File: src/rtl/rbm_pkg.sv
package rbm_pkg;
  localparam int unsigned WIN_BITS   = 14;
  localparam int unsigned MAX_PAGE_W = 8;
  localparam int unsigned CPU_AW     = 16;
  localparam int unsigned ROM_AW     = WIN_BITS + MAX_PAGE_W;

  typedef enum logic [1:0] {
    WIN_FIXED = 2'd0,
    WIN_ONE   = 2'd1,
    WIN_TWO   = 2'd2,
    WIN_HIGH  = 2'd3
  } win_e;

  // Bank register addresses share all bits but bit 0; bit 0 picks the window.
  localparam logic [CPU_AW-2:0] REG_ADDR_HI = 15'h7FFF;
endpackage

File: src/rtl/rbm_bank_regs.sv
module rbm_bank_regs
  import rbm_pkg::*;
#(
  parameter int unsigned PAGE_BITS = 8,
  parameter bit          W1_BANKED = 1'b1
) (
  input  logic                 clk_i,
  input  logic                 rst_ni,
  input  logic [CPU_AW-1:0]    addr_i,
  input  logic [7:0]           data_i,
  input  logic                 mreq_n_i,
  input  logic                 wr_n_i,
  output logic [PAGE_BITS-1:0] w1_page_o,
  output logic [PAGE_BITS-1:0] w2_page_o
);
  localparam logic [PAGE_BITS-1:0] W1_RESET = PAGE_BITS'(1);
  localparam logic [PAGE_BITS-1:0] W2_RESET = PAGE_BITS'(2);

  logic                 armed_q;
  logic                 sel_w2_q;
  logic [PAGE_BITS-1:0] stage_q;
  logic                 hit;
  logic                 commit;
  logic [PAGE_BITS-1:0] w2_q;

  assign hit    = !mreq_n_i && !wr_n_i && (addr_i[CPU_AW-1:1] == REG_ADDR_HI);
  assign commit = armed_q && wr_n_i;

  // Staging follows the bus while the strobe is low; commit on strobe release.
  always_ff @(posedge clk_i or negedge rst_ni) begin
    if (!rst_ni) begin
      armed_q  <= 1'b0;
      sel_w2_q <= 1'b0;
      stage_q  <= '0;
    end else if (hit) begin
      armed_q  <= 1'b1;
      sel_w2_q <= addr_i[0];
      stage_q  <= data_i[PAGE_BITS-1:0];
    end else if (commit) begin
      armed_q  <= 1'b0;
    end
  end

  always_ff @(posedge clk_i or negedge rst_ni) begin
    if (!rst_ni)                 w2_q <= W2_RESET;
    else if (commit && sel_w2_q) w2_q <= stage_q;
  end
  assign w2_page_o = w2_q;

  generate
    if (W1_BANKED) begin : g_w1_reg
      logic [PAGE_BITS-1:0] w1_q;
      always_ff @(posedge clk_i or negedge rst_ni) begin
        if (!rst_ni)                  w1_q <= W1_RESET;
        else if (commit && !sel_w2_q) w1_q <= stage_q;
      end
      assign w1_page_o = w1_q;

      p_w1_load_r3: assert property (@(posedge clk_i) disable iff (!rst_ni)
        (commit && !sel_w2_q) |=> (w1_page_o == $past(stage_q)));
      p_w1_hold_r9: assert property (@(posedge clk_i) disable iff (!rst_ni)
        !(commit && !sel_w2_q) |=> $stable(w1_page_o));
    end else begin : g_w1_fixed
      assign w1_page_o = W1_RESET;
    end
  endgenerate

  p_w2_load_r4: assert property (@(posedge clk_i) disable iff (!rst_ni)
    (commit && sel_w2_q) |=> (w2_page_o == $past(stage_q)));
  p_w2_hold_r9: assert property (@(posedge clk_i) disable iff (!rst_ni)
    !(commit && sel_w2_q) |=> $stable(w2_page_o));
endmodule

File: src/rtl/rbm_addr_map.sv
module rbm_addr_map
  import rbm_pkg::*;
#(
  parameter int unsigned PAGE_BITS = 8
) (
  input  logic                 clk_i,
  input  logic                 rst_ni,
  input  logic [CPU_AW-1:0]    addr_i,
  input  logic                 mreq_n_i,
  input  logic                 rd_n_i,
  input  logic                 pass_i,
  input  logic [PAGE_BITS-1:0] w1_page_i,
  input  logic [PAGE_BITS-1:0] w2_page_i,
  output logic [ROM_AW-1:0]    rom_addr_o,
  output logic                 rom_ce_no
);
  win_e                  win;
  logic [PAGE_BITS-1:0]  page_sel;
  logic [MAX_PAGE_W-1:0] upper;
  logic                  in_range;

  assign win = win_e'(addr_i[CPU_AW-1:WIN_BITS]);

  always_comb begin
    unique case (win)
      WIN_FIXED: page_sel = '0;
      WIN_ONE:   page_sel = w1_page_i;
      default:   page_sel = w2_page_i;
    endcase
  end

  always_comb begin
    if (pass_i) upper = MAX_PAGE_W'(addr_i[WIN_BITS]);
    else        upper = MAX_PAGE_W'(page_sel);
  end

  assign in_range   = pass_i ? !addr_i[CPU_AW-1] : (win != WIN_HIGH);
  assign rom_addr_o = {upper, addr_i[WIN_BITS-1:0]};
  assign rom_ce_no  = !(!mreq_n_i && !rd_n_i && in_range);

  p_ce_read_only_r6: assert property (@(posedge clk_i) disable iff (!rst_ni)
    !rom_ce_no |-> (!mreq_n_i && !rd_n_i && (addr_i < 16'hC000)));
  p_win0_page0_r2: assert property (@(posedge clk_i) disable iff (!rst_ni)
    (addr_i[15:14] == 2'b00) |-> (rom_addr_o[ROM_AW-1:WIN_BITS] == '0));
  p_pass_flat_r7: assert property (@(posedge clk_i) disable iff (!rst_ni)
    pass_i |-> (rom_addr_o[ROM_AW-1:WIN_BITS+1] == '0 && rom_addr_o[WIN_BITS] == addr_i[WIN_BITS]));

  generate
    if (PAGE_BITS < MAX_PAGE_W) begin : g_trunc_chk
      p_upper_zero_r8: assert property (@(posedge clk_i) disable iff (!rst_ni)
        rom_addr_o[ROM_AW-1:WIN_BITS+PAGE_BITS] == '0);
    end
  endgenerate
endmodule

File: src/rtl/rom_bank_mapper.sv
module rom_bank_mapper
  import rbm_pkg::*;
#(
  parameter int unsigned PAGE_BITS = 8,
  parameter bit          W1_BANKED = 1'b1
) (
  input  logic        clk_i,
  input  logic        rst_ni,
  input  logic [15:0] cpu_addr_i,
  input  logic [7:0]  cpu_data_i,
  input  logic        mreq_n_i,
  input  logic        rd_n_i,
  input  logic        wr_n_i,
  input  logic        pass_i,
  output logic [21:0] rom_addr_o,
  output logic        rom_ce_no
);
  logic [PAGE_BITS-1:0] w1_page;
  logic [PAGE_BITS-1:0] w2_page;

  rbm_bank_regs #(.PAGE_BITS(PAGE_BITS), .W1_BANKED(W1_BANKED)) u_regs (
    .clk_i     (clk_i),
    .rst_ni    (rst_ni),
    .addr_i    (cpu_addr_i),
    .data_i    (cpu_data_i),
    .mreq_n_i  (mreq_n_i),
    .wr_n_i    (wr_n_i),
    .w1_page_o (w1_page),
    .w2_page_o (w2_page)
  );

  rbm_addr_map #(.PAGE_BITS(PAGE_BITS)) u_map (
    .clk_i      (clk_i),
    .rst_ni     (rst_ni),
    .addr_i     (cpu_addr_i),
    .mreq_n_i   (mreq_n_i),
    .rd_n_i     (rd_n_i),
    .pass_i     (pass_i),
    .w1_page_i  (w1_page),
    .w2_page_i  (w2_page),
    .rom_addr_o (rom_addr_o),
    .rom_ce_no  (rom_ce_no)
  );
endmodule

File: config.mk
export PLATFORM = sky130hd
export DESIGN_NAME = rom_bank_mapper
export DESIGN_NICKNAME = d
export VERILOG_FILES = /design/src/rtl/rbm_pkg.sv /design/src/rtl/rbm_bank_regs.sv /design/src/rtl/rbm_addr_map.sv /design/src/rtl/rom_bank_mapper.sv
export SDC_FILE = /design/constraint.sdc
export NUM_CORES = 1
export LEC_CHECK = 0
export BUFFER_PORTS_ARGS = -buffer_cell sky130_fd_sc_hd__buf_2
export CORE_AREA = 4 4 57 59
export CTS_CLUSTER_SIZE = 20
export DETAILED_ROUTE_END_ITERATION = 12
export DIE_AREA = 0 0 61 63
export MAX_ROUTING_LAYER = met4
export PLACE_DENSITY = 0.79
export SLEW_MARGIN = 20
export SYNTH_ARGS = -nofsm -noshare
export SYNTH_HDL_FRONTEND = slang
export SYNTH_SLANG_ARGS = --single-unit
export TNS_END_PERCENT = 20
File: constraint.sdc
create_clock -name clk_i -period 1.9 [get_ports clk_i]
set_clock_uncertainty 0.1 [all_clocks]
set_input_delay 0.285 -clock clk_i [delete_from_list [all_inputs] [get_ports clk_i]]
set_output_delay 0.285 -clock clk_i [all_outputs]
set_load 0.03 [all_outputs]
# Word level (Yosys, flattened, before mapping)
# Index checks and enable logic that the tools add are counted.
dict set report classes {
  n_addsub 0
  multipliers 0
  div 0
  magnitude_cmp 0
  n_eq_ne 3
  shift 0
  n_mux 5
  bitwise_logic 0
  n_reduce_logical 15
}
# op count
set op_table {}
lappend op_table {{$pmux 8 s2} 1}
lappend op_table {{$eq 15x15->1 const B} 1}
lappend op_table {{$mux 8} 1}
lappend op_table {{$logic_and 1x1->1} 7}
lappend op_table {{$logic_not 1->1} 6}
lappend op_table {{$mux 1} 3}
lappend op_table {{$eq 2x1->1 const B} 1}
lappend op_table {{$logic_not 2->1} 1}
lappend op_table {{$ne 2x2->1 const B} 1}
lappend op_table {{$reduce_bool 2->1} 1}
dict set report word_totals {
  reg_bits 26
  latch_bits 0
  mem_bits_rw 0
  mem_bits_ro 0
  inputBits 30
  output_inout_bits 23
  wordCells 28
  mem_count 0
}

# Logic depth before layout (Yosys ltp)
# Gate-level depths: netlist (run 1).
dict set report logic_depth {
  depth_word 4
  depth_mapped 5
  ltp_nobuf 4
}

# By module
# A second synthesis (run 1) with hierarchy kept.
dict set report hier_totals {
  cells_unflattened 101
  hier_area_um2 1252.5
}
# module n_inst cells_per_inst area_each_um2 seq_area_each_um2
set by_module_without_submodules {}
lappend by_module_without_submodules {rbm_bank_regs 1 62 1009.7 653.1}
lappend by_module_without_submodules {rbm_addr_map 1 39 242.7 0.0}

# Least setup slack after synthesis (run 1)
# OpenSTA, ideal clock, no wires.
dict set report synth_timing {
  path_kind {input to output}
  from {in cpu_addr_i[15]}
  to {out rom_addr_o[14]}
  arrival_time_ps 1415
  required_ps 1515
  slack_ps 100
  path_stages 4
  path_buffers 2
  path_cell_list {buf_6 > clkbuf_1 > nand2_1 > o21ai_0}
}
dict set report synth_between {
  elab_chain_len 3
  word_cells_on_any_way 4
  classes_between {eq/ne (1); mux (2); reduce/logical (1)}
}
# element line
set synth_lines {}
lappend synth_lines {{from (decl)} rom_bank_mapper.sv:9} ;# input logic [15:0] cpu_addr_i,
lappend synth_lines {{$eq 2x1->1 or $logic_not 2->1 (tied branches)} rbm_addr_map.sv:25} ;# unique case (win)
lappend synth_lines {{$pmux 8 s2 *} rbm_addr_map.sv:25}
lappend synth_lines {{$mux 8 *} rbm_addr_map.sv:33} ;# if (pass_i) upper = MAX_PAGE_W'(addr_i[WIN_BITS]);
lappend synth_lines {{to (decl)} rom_bank_mapper.sv:15} ;# output logic [21:0] rom_addr_o,
# Every way passes the cells marked *; elsewhere a longest branch is shown, timed or not.

# Final worst setup path (run 1)
dict set report layout_timing {
  from {reg u_regs.g_w1_reg.w1_q[0] (netlist: u_regs.w1_page_o[0])}
  to {out rom_addr_o[14]}
}
dict set report layout_between {
  elab_chain_len 2
}
# element line
set layout_lines {}
lappend layout_lines {{from (decl)} rbm_bank_regs.sv:52} ;# logic [PAGE_BITS-1:0] w1_q;
lappend layout_lines {{from (signal assigned)} rbm_bank_regs.sv:55} ;# else if (commit && !sel_w2_q) w1_q <= stage_q;
lappend layout_lines {{$pmux 8 s2} rbm_addr_map.sv:25}
lappend layout_lines {{$mux 8} rbm_addr_map.sv:33}
# No other way between the ends.

==> results.yml, run 1 <==
run_status:
  status: "completed"
sta:
  fin_setup_tns_ns: 0
  rsz0062_at_grt: "no"
  hold_viol_final: 0
  slew_violations: 0
  tightest_slew_ns: 0.556
  min_period_ns: 1.74
  setup_viol: 0
  fmax_ghz: 0.574
  slew_headroom_pct: 62.9
  finalCritPeriodShare_pct: 91.7
  whs_ns: 0.0925
drt:
  drt_first_pass_iters: 4
  dr_wl_met3_um: 275
  route.final.wire_length_mm: 2.67
  top_layer_used: "met4"
  dr.first_iter.drc_count: 21
  drcViolationCount: 0
  wl_per_cell_um: 14.4
  ant_nets: 0
  wl_met1_mm: 1.01
  via_per_inst: 5.22
  wl_met2_mm: 1.37
  vias: 970
clocking:
  cts_tree: "yes"
  h-tree-depth: 1
  clk_pin_slew_ns: 0.14
  cts_buffer_depth: 2
  numClockSinks: 26
  root_buffer: "clkbuf_4"
  cts-buffers-inserted: 3
  cts_resized: 0
  clk_latency_ns: 0.31
synthesis:
  synth_commonest_cells: "mux2_2, dfrtp_1, nor2_1"
  synth_seq_cells: 26
  synth.largest_area_cell: "dfrtp_1"
  synth_most_common_cell: "mux2_2"
  synth_top_cell_area_share_pct: 46.1
  yosys_warnings: 0
  async_reset_ff_share_pct: 100
  synth_area_um2: 1300
  synth_area_per_cell_um2: 11.3
  ys_types: 20
  synth_cells: 115
  synth_top_flop_cell: "dfrtp_1"
  synth_fp_nets: 145
  ys_seq_area_share_pct: 50.1
  synth_edf_count: 0
  synth.area.top_cells: "dfrtp_1, mux2_2, buf_4, nor2_1, dfstp_2"
layout:
  n_fill_cell: 256
  drive_gt1_share_pct: 56.1
  fin_nets: 186
  area_growth_pct: 17.2
  design_area_um2: 1530
  n_antenna_cell: 0
floorplan:
  num_io_pins: 53
  chipHeight_um: 63
  coreArea_um2: 2710
  die_w_um: 61
  start_util_pct: 48.1
  die-area_um2: 3840
  rows: 19
setup_path:
  slowest_stage: "dfstp_2"
  crit_required_ns: 1.51
  crit_chain: "nor2b_1, o21ai_0, o21ai_0, buf_2"
  endpoint_kind: "output pin"
  worstSetupStartpointType: "flip-flop"
  crit_arrival_ns: 1.36
  critical-path-top-delay-family: "flip-flops"
  critPathKind: "flip-flop to output pin"
  r2r_slack_ns: 0.47
  path_max_fanout: 2
  cp_common_cell: "o21ai_0"
  critPathBufInv: 1
  cpPeakStageDelay_ns: 0.55
placed_design:
  hpwlAfterDp_mm: 2.01
  numPortBuffers: 52
  placed_cell_area_um2: 1480
  gp_congestion: 0.749
grt:
  antenna_found_initial: 0
  grt_pass1_wl_mm: 4.20
  grt_overflow_total: 0
  grt_max_degree: 27
  grt_use_total_pct: 14.7
  grt_pass1_vias: 989
pwr:
  peakVddDrop_mv: 0.486
  p_leak_nw: 0.813
  power_density_nw_per_um2: 620
run:
  drv_cap: 0
min_path:
  hold_path.class: "input port to flip-flop"
==> worst reg2reg max path, stage by stage, from the launching register on <==
cell and delay [ns]:
dfrtp_1 0.42, nand3b_1 0.41, mux2_2 0.41
==> cell usage in the layout (no fill, tap or decap), drive strengths merged, types with 2 or more instances in the layout <==
master	instances
dfstp	2
clkbuf	4
nand3	2
nor2	15
buf	53
dfrtp	24
o21ai	4
nor3	2
nand4	3
a21oi	7
nand2	10
mux2	25
==> power by group <==
| part | switching [mW] | internal [mW] | leakage, nW | total, mW |
|---|---|---|---|---|
| registers | 0.0000468 | 0.554 | 0.356 | 0.554 |
| logic | 0.0827 | 0.0391 | 0.436 | 0.122 |
| clock network | 0.154 | 0.117 | 0.0210 | 0.271 |
| total | 0.237 | 0.710 | 0.813 | 0.947 |
==> cells by family after synthesis <==
group	count (synthesis)	share of synthesized area [%]
AOI/OAI and AO/OA	11	4.22
buffers and inverters	19	10.2
DFF	26	50.1
muxes	25	21.6
and+or+nand+nor	34	13.9
==> area by class of cell <==
| cell class | count | area [µm²] | area share [%] |
|---|---|---|---|
| Sequential cell | 26 | 653 | 42.8 |
| Multi-Input combinational cell | 70 | 518 | 33.9 |
| Timing Repair Buffer | 54 | 278 | 18.2 |
| Clock buffer | 4 | 36.3 | 2.38 |
| Tap cell | 31 | 38.8 | 2.54 |
| Inverter | 1 | 3.75 | 0.246 |
==> sequential cells by signal (all words and copies together) (netlist names) <==
name              flops
u_regs.w1_page_o      8
u_regs.sel_w2_q       1
u_regs.stage_q        8
u_regs.armed_q        1
u_regs.w2_page_o      8
==> layer usage <==
layer  vias up  global-route usage (%)
met5         -                       -
met4         0                    4.07
met3         2                    2.89
met2        45                    25.8
met1       468                    16.6
li1        455                       -
==> worst paths after layout <==
| path | startpoint | endpoint | cells past startpoint |
|---|---|---|---|
| min reg2reg | u_regs.w2_page_o[0]$_DFFE_PN0P_ | u_regs.w2_page_o[0]$_DFFE_PN0P_ | 1 |
| max reg2reg | u_regs.sel_w2_q$_DFFE_PN0P_ | u_regs.w1_page_o[7]$_DFFE_PN0P_ | 2 |
| max in group asynchronous | rst_ni | u_regs.w1_page_o[0]$_DFFE_PN1P_ | 2 |
| min | cpu_data_i[1] | u_regs.stage_q[1]$_DFFE_PN0P_ | 2 |
| max | u_regs.w1_page_o[0]$_DFFE_PN1P_ | rom_addr_o[14] | 4 |
| min in group asynchronous | rst_ni | u_regs.w2_page_o[6]$_DFFE_PN0P_ | 2 |
==> stage by stage <==
stage	std cells	total power, mW	setup slack, ns	util, %
floorplan	115	0.642	0.100	-
global placement	181	0.685	0.365	54.7
detailed placement	181	0.686	0.347	54.7
CTS	186	0.956	0.142	56.4
global route	186	0.999	0.0523	56.4
finish	186	0.947	0.158	56.4
==> what timing repair did <==
action	in CTS	in global routing
hold endpoints to repair	24	0
hold buffers	1	0
setup buffers	0	0
Power figures use the tool's default switching activity.
==> run 2: changes to the inputs <==
--- a/config.mk
+++ b/config.mk
@@ -5,11 +5,13 @@
 export SDC_FILE = /design/constraint.sdc
 export NUM_CORES = 1
 export LEC_CHECK = 0
+export ABC_AREA = 1
+export ABC_CLOCK_PERIOD_IN_PS = 1900
 export BUFFER_PORTS_ARGS = -buffer_cell sky130_fd_sc_hd__buf_2
-export CORE_AREA = 4 4 57 59
+export CORE_AREA = 4 4 58 60
 export CTS_CLUSTER_SIZE = 20
 export DETAILED_ROUTE_END_ITERATION = 12
-export DIE_AREA = 0 0 61 63
+export DIE_AREA = 0 0 62 64
 export MAX_ROUTING_LAYER = met4
 export PLACE_DENSITY = 0.79
 export SLEW_MARGIN = 20
==> run 2 against run 1 <==
Sequential power increased by 5.8%. Worst setup slack improved by 0.088 ns. Area after synthesis increased by 6.1%. Wire length increased by 0.19%. Final area increased by 3.0%. Critical path type unchanged. Critical endpoint is now rom_addr_o[15]. Largest cell class unchanged. Largest power group unchanged.
==> results.yml, run 2 <==
run_status:
  status: "completed"
grt:
  use_met1_pct: 20.8
  grt_pass1_vias: 1096
  antenna_found_initial: 0
  grt_use_met2_pct: 24.0
  grt_busiest_layer: "met2"
  grt_overflow_total: 0
  grt_use_total_pct: 15.3
  grt_max_degree: 27
  grt_pass1_wl_mm: 4.67
  grt_util_met3_pct: 1.82
layout:
  n_antenna_cell: 0
  drive_gt1_share_pct: 34.5
  final_cell_mix: "buf_2, nand2_1, dfrtp_1"
  final_common_cell: "buf_2"
  fin_nets: 235
  area_growth_pct: 13.7
synthesis:
  synth_edf_count: 0
  synth_cells: 166
  synth_area_per_cell_um2: 8.34
  synth_commonest_cells: "nand2_1, dfrtp_1, o21ai_1"
  synth_most_common_cell: "nand2_1"
  synth_area_um2: 1380
  yosys_warnings: 0
  synth_fp_nets: 196
  synth.area.top_cells: "dfrtp_1, nand2_1, buf_4, o21ai_1, o21bai_1"
  synth_top_cell_area_share_pct: 43.4
  ys_types: 21
  synth_top_flop_cell: "dfrtp_1"
  async_reset_ff_share_pct: 100
  synth.largest_area_cell: "dfrtp_1"
  ys_seq_area_share_pct: 47.2
  synth_seq_cells: 26
drt:
  via_per_inst: 4.86
  vias: 1148
  wl_per_cell_um: 11.3
  route.final.wire_length_mm: 2.68
  dr.first_iter.drc_count: 32
  drcViolationCount: 0
  drt_first_pass_iters: 4
  ant_nets: 0
clocking:
  cts-buffers-inserted: 3
  postCtsSetupBuffers: 0
  numClockSinks: 26
  clk_latency_ns: 0.31
  cts_buffer_depth: 2
  cts_tree: "yes"
  root_buffer: "clkbuf_4"
  clk_pin_slew_ns: 0.13
  h-tree-depth: 1
setup_path:
  worstSetupStartpointType: "flip-flop"
  r2r-end: "u_regs.w1_page_o[7]$_DFFE_PN0P_"
  r2r_slack_ns: 0.72
  crit_arrival_ns: 1.27
  reg2reg_from: "u_regs.sel_w2_q$_DFFE_PN0P_"
  critPathKind: "flip-flop to output pin"
  critPathLaunch: "u_regs.w2_page_o[1]$_DFFE_PN1P_"
  endpoint_kind: "output pin"
  crit_required_ns: 1.51
  worst_r2r_path_depth: 4
  path_max_fanout: 2
min_path:
  min-delay-start: "cpu_data_i[0]"
  hold_path.class: "input port to flip-flop"
  whs_path_depth: 3
  min_to: "u_regs.stage_q[0]$_DFFE_PN0P_"
sta:
  min_period_ns: 1.65
  hold_viol_final: 0
  finalCritPeriodShare_pct: 87.0
  fin_setup_tns_ns: 0
  setup_viol: 0
  tightest_slew_ns: 0.556
  slew_violations: 0
  whs_ns: 0.0919
  rsz0062_at_grt: "no"
  slew_headroom_pct: 62.9
  fmax_ghz: 0.605
floorplan:
  coreArea_um2: 2930
  num_io_pins: 53
  start_util_pct: 47.3
  chipHeight_um: 64
  die-area_um2: 3970
  die_w_um: 62
  rows: 20
placed_design:
  gp_congestion: 0.763
  numPortBuffers: 52
  hpwlAfterDp_mm: 2.07
pwr:
  p_leak_nw: 0.792
  peakVddDrop_mv: 0.301
  power_density_nw_per_um2: 626
run:
  drv_cap: 0
## run 2: stage by stage
| step | power, mW | instance area, µm² | utilization (%) | cells | setup slack (ns) |
|---|---|---|---|---|---|
| 3_5_place_dp | 0.775 | 1540 | 52.6 | 232 | 0.391 |
| 3_3_place_gp | 0.772 | 1540 | 52.6 | 232 | 0.407 |
| 6_report | 0.986 | 1570 | 53.8 | 236 | 0.246 |
| 2_1_floorplan | 0.719 | 1380 | - | 166 | 0.330 |
| 4_1_cts | 0.992 | 1570 | 53.8 | 236 | 0.237 |
| 5_1_grt | 1.03 | 1570 | 53.8 | 236 | 0.168 |
## run 2: how the worst max path moves through the flow
| stage | slack [ns] | depth (start not counted) | end |
|---|---|---|---|
| floorplan | 0.33 | 4 | rom_addr_o[14] |
| global placement | 0.41 | 5 | rom_addr_o[14] |
| detailed placement | 0.39 | 5 | rom_addr_o[14] |
| CTS | 0.24 | 3 | rom_addr_o[15] |
| global route | 0.17 | 3 | rom_addr_o[15] |
| finish | 0.25 | 3 | rom_addr_o[15] |
## run 2: per-layer routing
metal  vias up  routed length [µm]
met1       516                1250
met3         2                 122
met5         -                   0
met4         0                  23
li1        597                   -
met2        33                1280
## run 2: kinds of logic (layout without fill, tap and decap cells)
| family | Yosys count | count (layout) | synth area share [%] |
|---|---|---|---|
| DFF | 26 | 26 | 47.2 |
| AOI/OAI and AO/OA | 36 | 36 | 14.9 |
| and+or+nand+nor | 69 | 69 | 23.1 |
| buffers and inverters | 35 | 72 | 14.7 |
## run 2: critical path, stage by stage, from the launching register on
cell and delay [ns]:
dfstp_2 0.56, nand2_1 0.05, a21oi_1 0.14, buf_2 0.21
## run 2: what timing repair did
| action | CTS | global route |
|---|---|---|
| gates resized for setup | 0 | 0 |
| hold buffers | 1 | 0 |
| endpoints found under the hold margin | 24 | 0 |
## run 2: layout make-up
cell class	count	area, µm²
clock buffer	3	22.5
fill	278	1350
inverter	16	60.1
multi-input combinational	105	527
sequential	26	653
tap	33	41.3
timing repair buffer	53	270
## run 2: power by group
part | switching (mW) | internal [mW]
sequential | 0.0109 | 0.575
clock | 0.148 | 0.0740
combinational | 0.117 | 0.0608
total | 0.276 | 0.710
==> run 3: changes to the inputs <==
--- a/config.mk
+++ b/config.mk
@@ -8,12 +8,14 @@
 export ABC_AREA = 1
 export ABC_CLOCK_PERIOD_IN_PS = 1900
 export BUFFER_PORTS_ARGS = -buffer_cell sky130_fd_sc_hd__buf_2
-export CORE_AREA = 4 4 58 60
+export CELL_PAD_IN_SITES_DETAIL_PLACEMENT = 1
+export CELL_PAD_IN_SITES_GLOBAL_PLACEMENT = 2
+export CORE_AREA = 4 4 75 77
 export CTS_CLUSTER_SIZE = 20
 export DETAILED_ROUTE_END_ITERATION = 12
-export DIE_AREA = 0 0 62 64
+export DIE_AREA = 0 0 79 81
 export MAX_ROUTING_LAYER = met4
-export PLACE_DENSITY = 0.79
+export PLACE_DENSITY_LB_ADDON = 0.1
 export SLEW_MARGIN = 20
 export SYNTH_ARGS = -nofsm -noshare
 export SYNTH_HDL_FRONTEND = slang
==> run 3 against run 2 <==
Power increased by 14%. Die area increased by 61%. Fmax increased by 2.2%. Clock power increased by 62%. Sequential power about the same. Wire length increased by 30%. Worst setup slack improved by 0.035 ns. Sequential share of layout area decreased by 2.0 points. Clock-buffer cell count increased by 1. Critical path depth unchanged. Cell count increased by 16%. Critical path type unchanged. Critical endpoint unchanged. Largest cell class unchanged.
==> results.yml, run 3 (synthesis results as in run 2) <==
drt:
  ant_nets: 0
  drcViolationCount: 0
  dr.first_iter.drc_count: 39
  via_per_inst: 4.38
  route.final.wire_length_mm: 3.49
  wl_per_cell_um: 12.7
  drt_first_pass_iters: 4
  vias: 1201
grt:
  grt_pass1_vias: 1310
  antenna_found_initial: 0
  grt_max_degree: 27
  grt_use_total_pct: 12.4
  grt_overflow_total: 0
  grt_pass1_wl_mm: 6.12
layout:
  area_growth_pct: 19.4
  fin_nets: 235
  drive_gt1_share_pct: 34.8
  final_common_cell: "buf_2"
  n_antenna_cell: 0
  final_cell_mix: "buf_2, nand2_1, dfrtp_1"
clocking:
  cts_buffer_depth: 2
  cts-buffers-inserted: 3
  root_buffer: "clkbuf_8"
  h-tree-depth: 1
  clk_latency_ns: 0.27
  clk_pin_slew_ns: 0.09
  postCtsSetupBuffers: 0
  numClockSinks: 26
  cts_tree: "yes"
setup_path:
  worstSetupStartpointType: "flip-flop"
  critPathBufInv: 1
  path_depth: 3
  critPathKind: "flip-flop to output pin"
  path_max_fanout: 2
  crit_required_ns: 1.51
  cpPeakStageDelay_ns: 0.54
  endpoint_kind: "output pin"
  worst_r2r_path_depth: 4
  crit_arrival_ns: 1.23
  crit_chain: "nand2_1, a21oi_1, buf_2"
  critical-path-top-delay-family: "flip-flops"
  slowest_stage: "dfstp_2"
pwr:
  p_leak_nw: 0.807
  peakVddDrop_mv: 0.221
  power_density_nw_per_um2: 681
run:
  drv_cap: 0
floorplan:
  chipHeight_um: 81
  start_util_pct: 27.6
  coreArea_um2: 5010
  die_w_um: 79
  rows: 26
  die-area_um2: 6400
  num_io_pins: 53
run_status:
  status: "completed"
placed_design:
  hpwlAfterDp_mm: 2.73
  gp_congestion: 0.726
  numPortBuffers: 52
sta:
  rsz0062_at_grt: "no"
  finalCritPeriodShare_pct: 85.2
  fin_setup_tns_ns: 0
  tightest_slew_ns: 0.599
  setup_viol: 0
  hold_viol_final: 0
  slew_headroom_pct: 60.1
  fmax_ghz: 0.618
  slew_violations: 0
  min_period_ns: 1.62
  whs_ns: 0.139
min_path:
  hold_path.class: "input port to flip-flop"
  whs_path_depth: 3
## run 3: worst paths after layout
path	slack, ns	startpoint	end
worst max-delay path	0.28	u_regs.w2_page_o[1]$_DFFE_PN1P_	rom_addr_o[15]
worst min-delay path	0.14	cpu_data_i[1]	u_regs.stage_q[1]$_DFFE_PN0P_
worst max register to register	0.71	u_regs.sel_w2_q$_DFFE_PN0P_	u_regs.w1_page_o[6]$_DFFE_PN0P_
worst min register to register	0.38	u_regs.w1_page_o[0]$_DFFE_PN1P_	u_regs.w1_page_o[0]$_DFFE_PN1P_
max in group asynchronous	0.86	rst_ni	u_regs.stage_q[7]$_DFFE_PN0P_
min in group asynchronous	0.45	rst_ni	u_regs.w1_page_o[4]$_DFFE_PN0P_
## run 3: worst min-delay path, cell delays in order
cell	delay, ns
buf_2	0.08
nand3_1	0.06
nand2_1	0.06
## run 3: final cells by class
type,count,area (µm²)
Clock buffer,4,55.1
Fill cell,655,3360
Inverter,16,60.1
Multi-Input combinational cell,105,527
Sequential cell,26,653
Tap cell,70,87.6
Timing Repair Buffer,53,270
## run 3: what timing repair did
item                                   in CTS  in global routing
hold buffers                                1                  0
endpoints found under the hold margin      24                  0
gates resized for setup                     0                  0
## run 3: where the power goes
group	leakage, nW	total, mW	switching (mW)	internal [mW]
registers	0.298	0.585	0.0104	0.575
clock network	0.0288	0.359	0.173	0.185
logic	0.480	0.182	0.121	0.0608
total	0.807	1.13	0.305	0.821
## run 3: through the flow
| stage | total power, mW | cells | worst slack [ns] | util, % | cell area [µm²] |
|---|---|---|---|---|---|
| global placement | 0.776 | 269 | 0.353 | 31.7 | 1590 |
| detailed placement | 0.780 | 269 | 0.327 | 31.7 | 1590 |
| CTS | 1.14 | 274 | 0.262 | 33.0 | 1650 |
| global route | 1.19 | 274 | 0.185 | 33.0 | 1650 |
| finish | 1.13 | 274 | 0.282 | 33.0 | 1650 |
| floorplan | 0.719 | 166 | 0.330 | - | 1380 |
## run 3: metal layers
| metal | wire, µm | track usage (%) | up-vias |
|---|---|---|---|
| li1 | - | - | 594 |
| met1 | 1640 | 15.9 | 574 |
| met2 | 1670 | 20.2 | 28 |
| met3 | 132 | 2.11 | 5 |
| met4 | 42 | 3.61 | 0 |
| met5 | 0 | - | - |
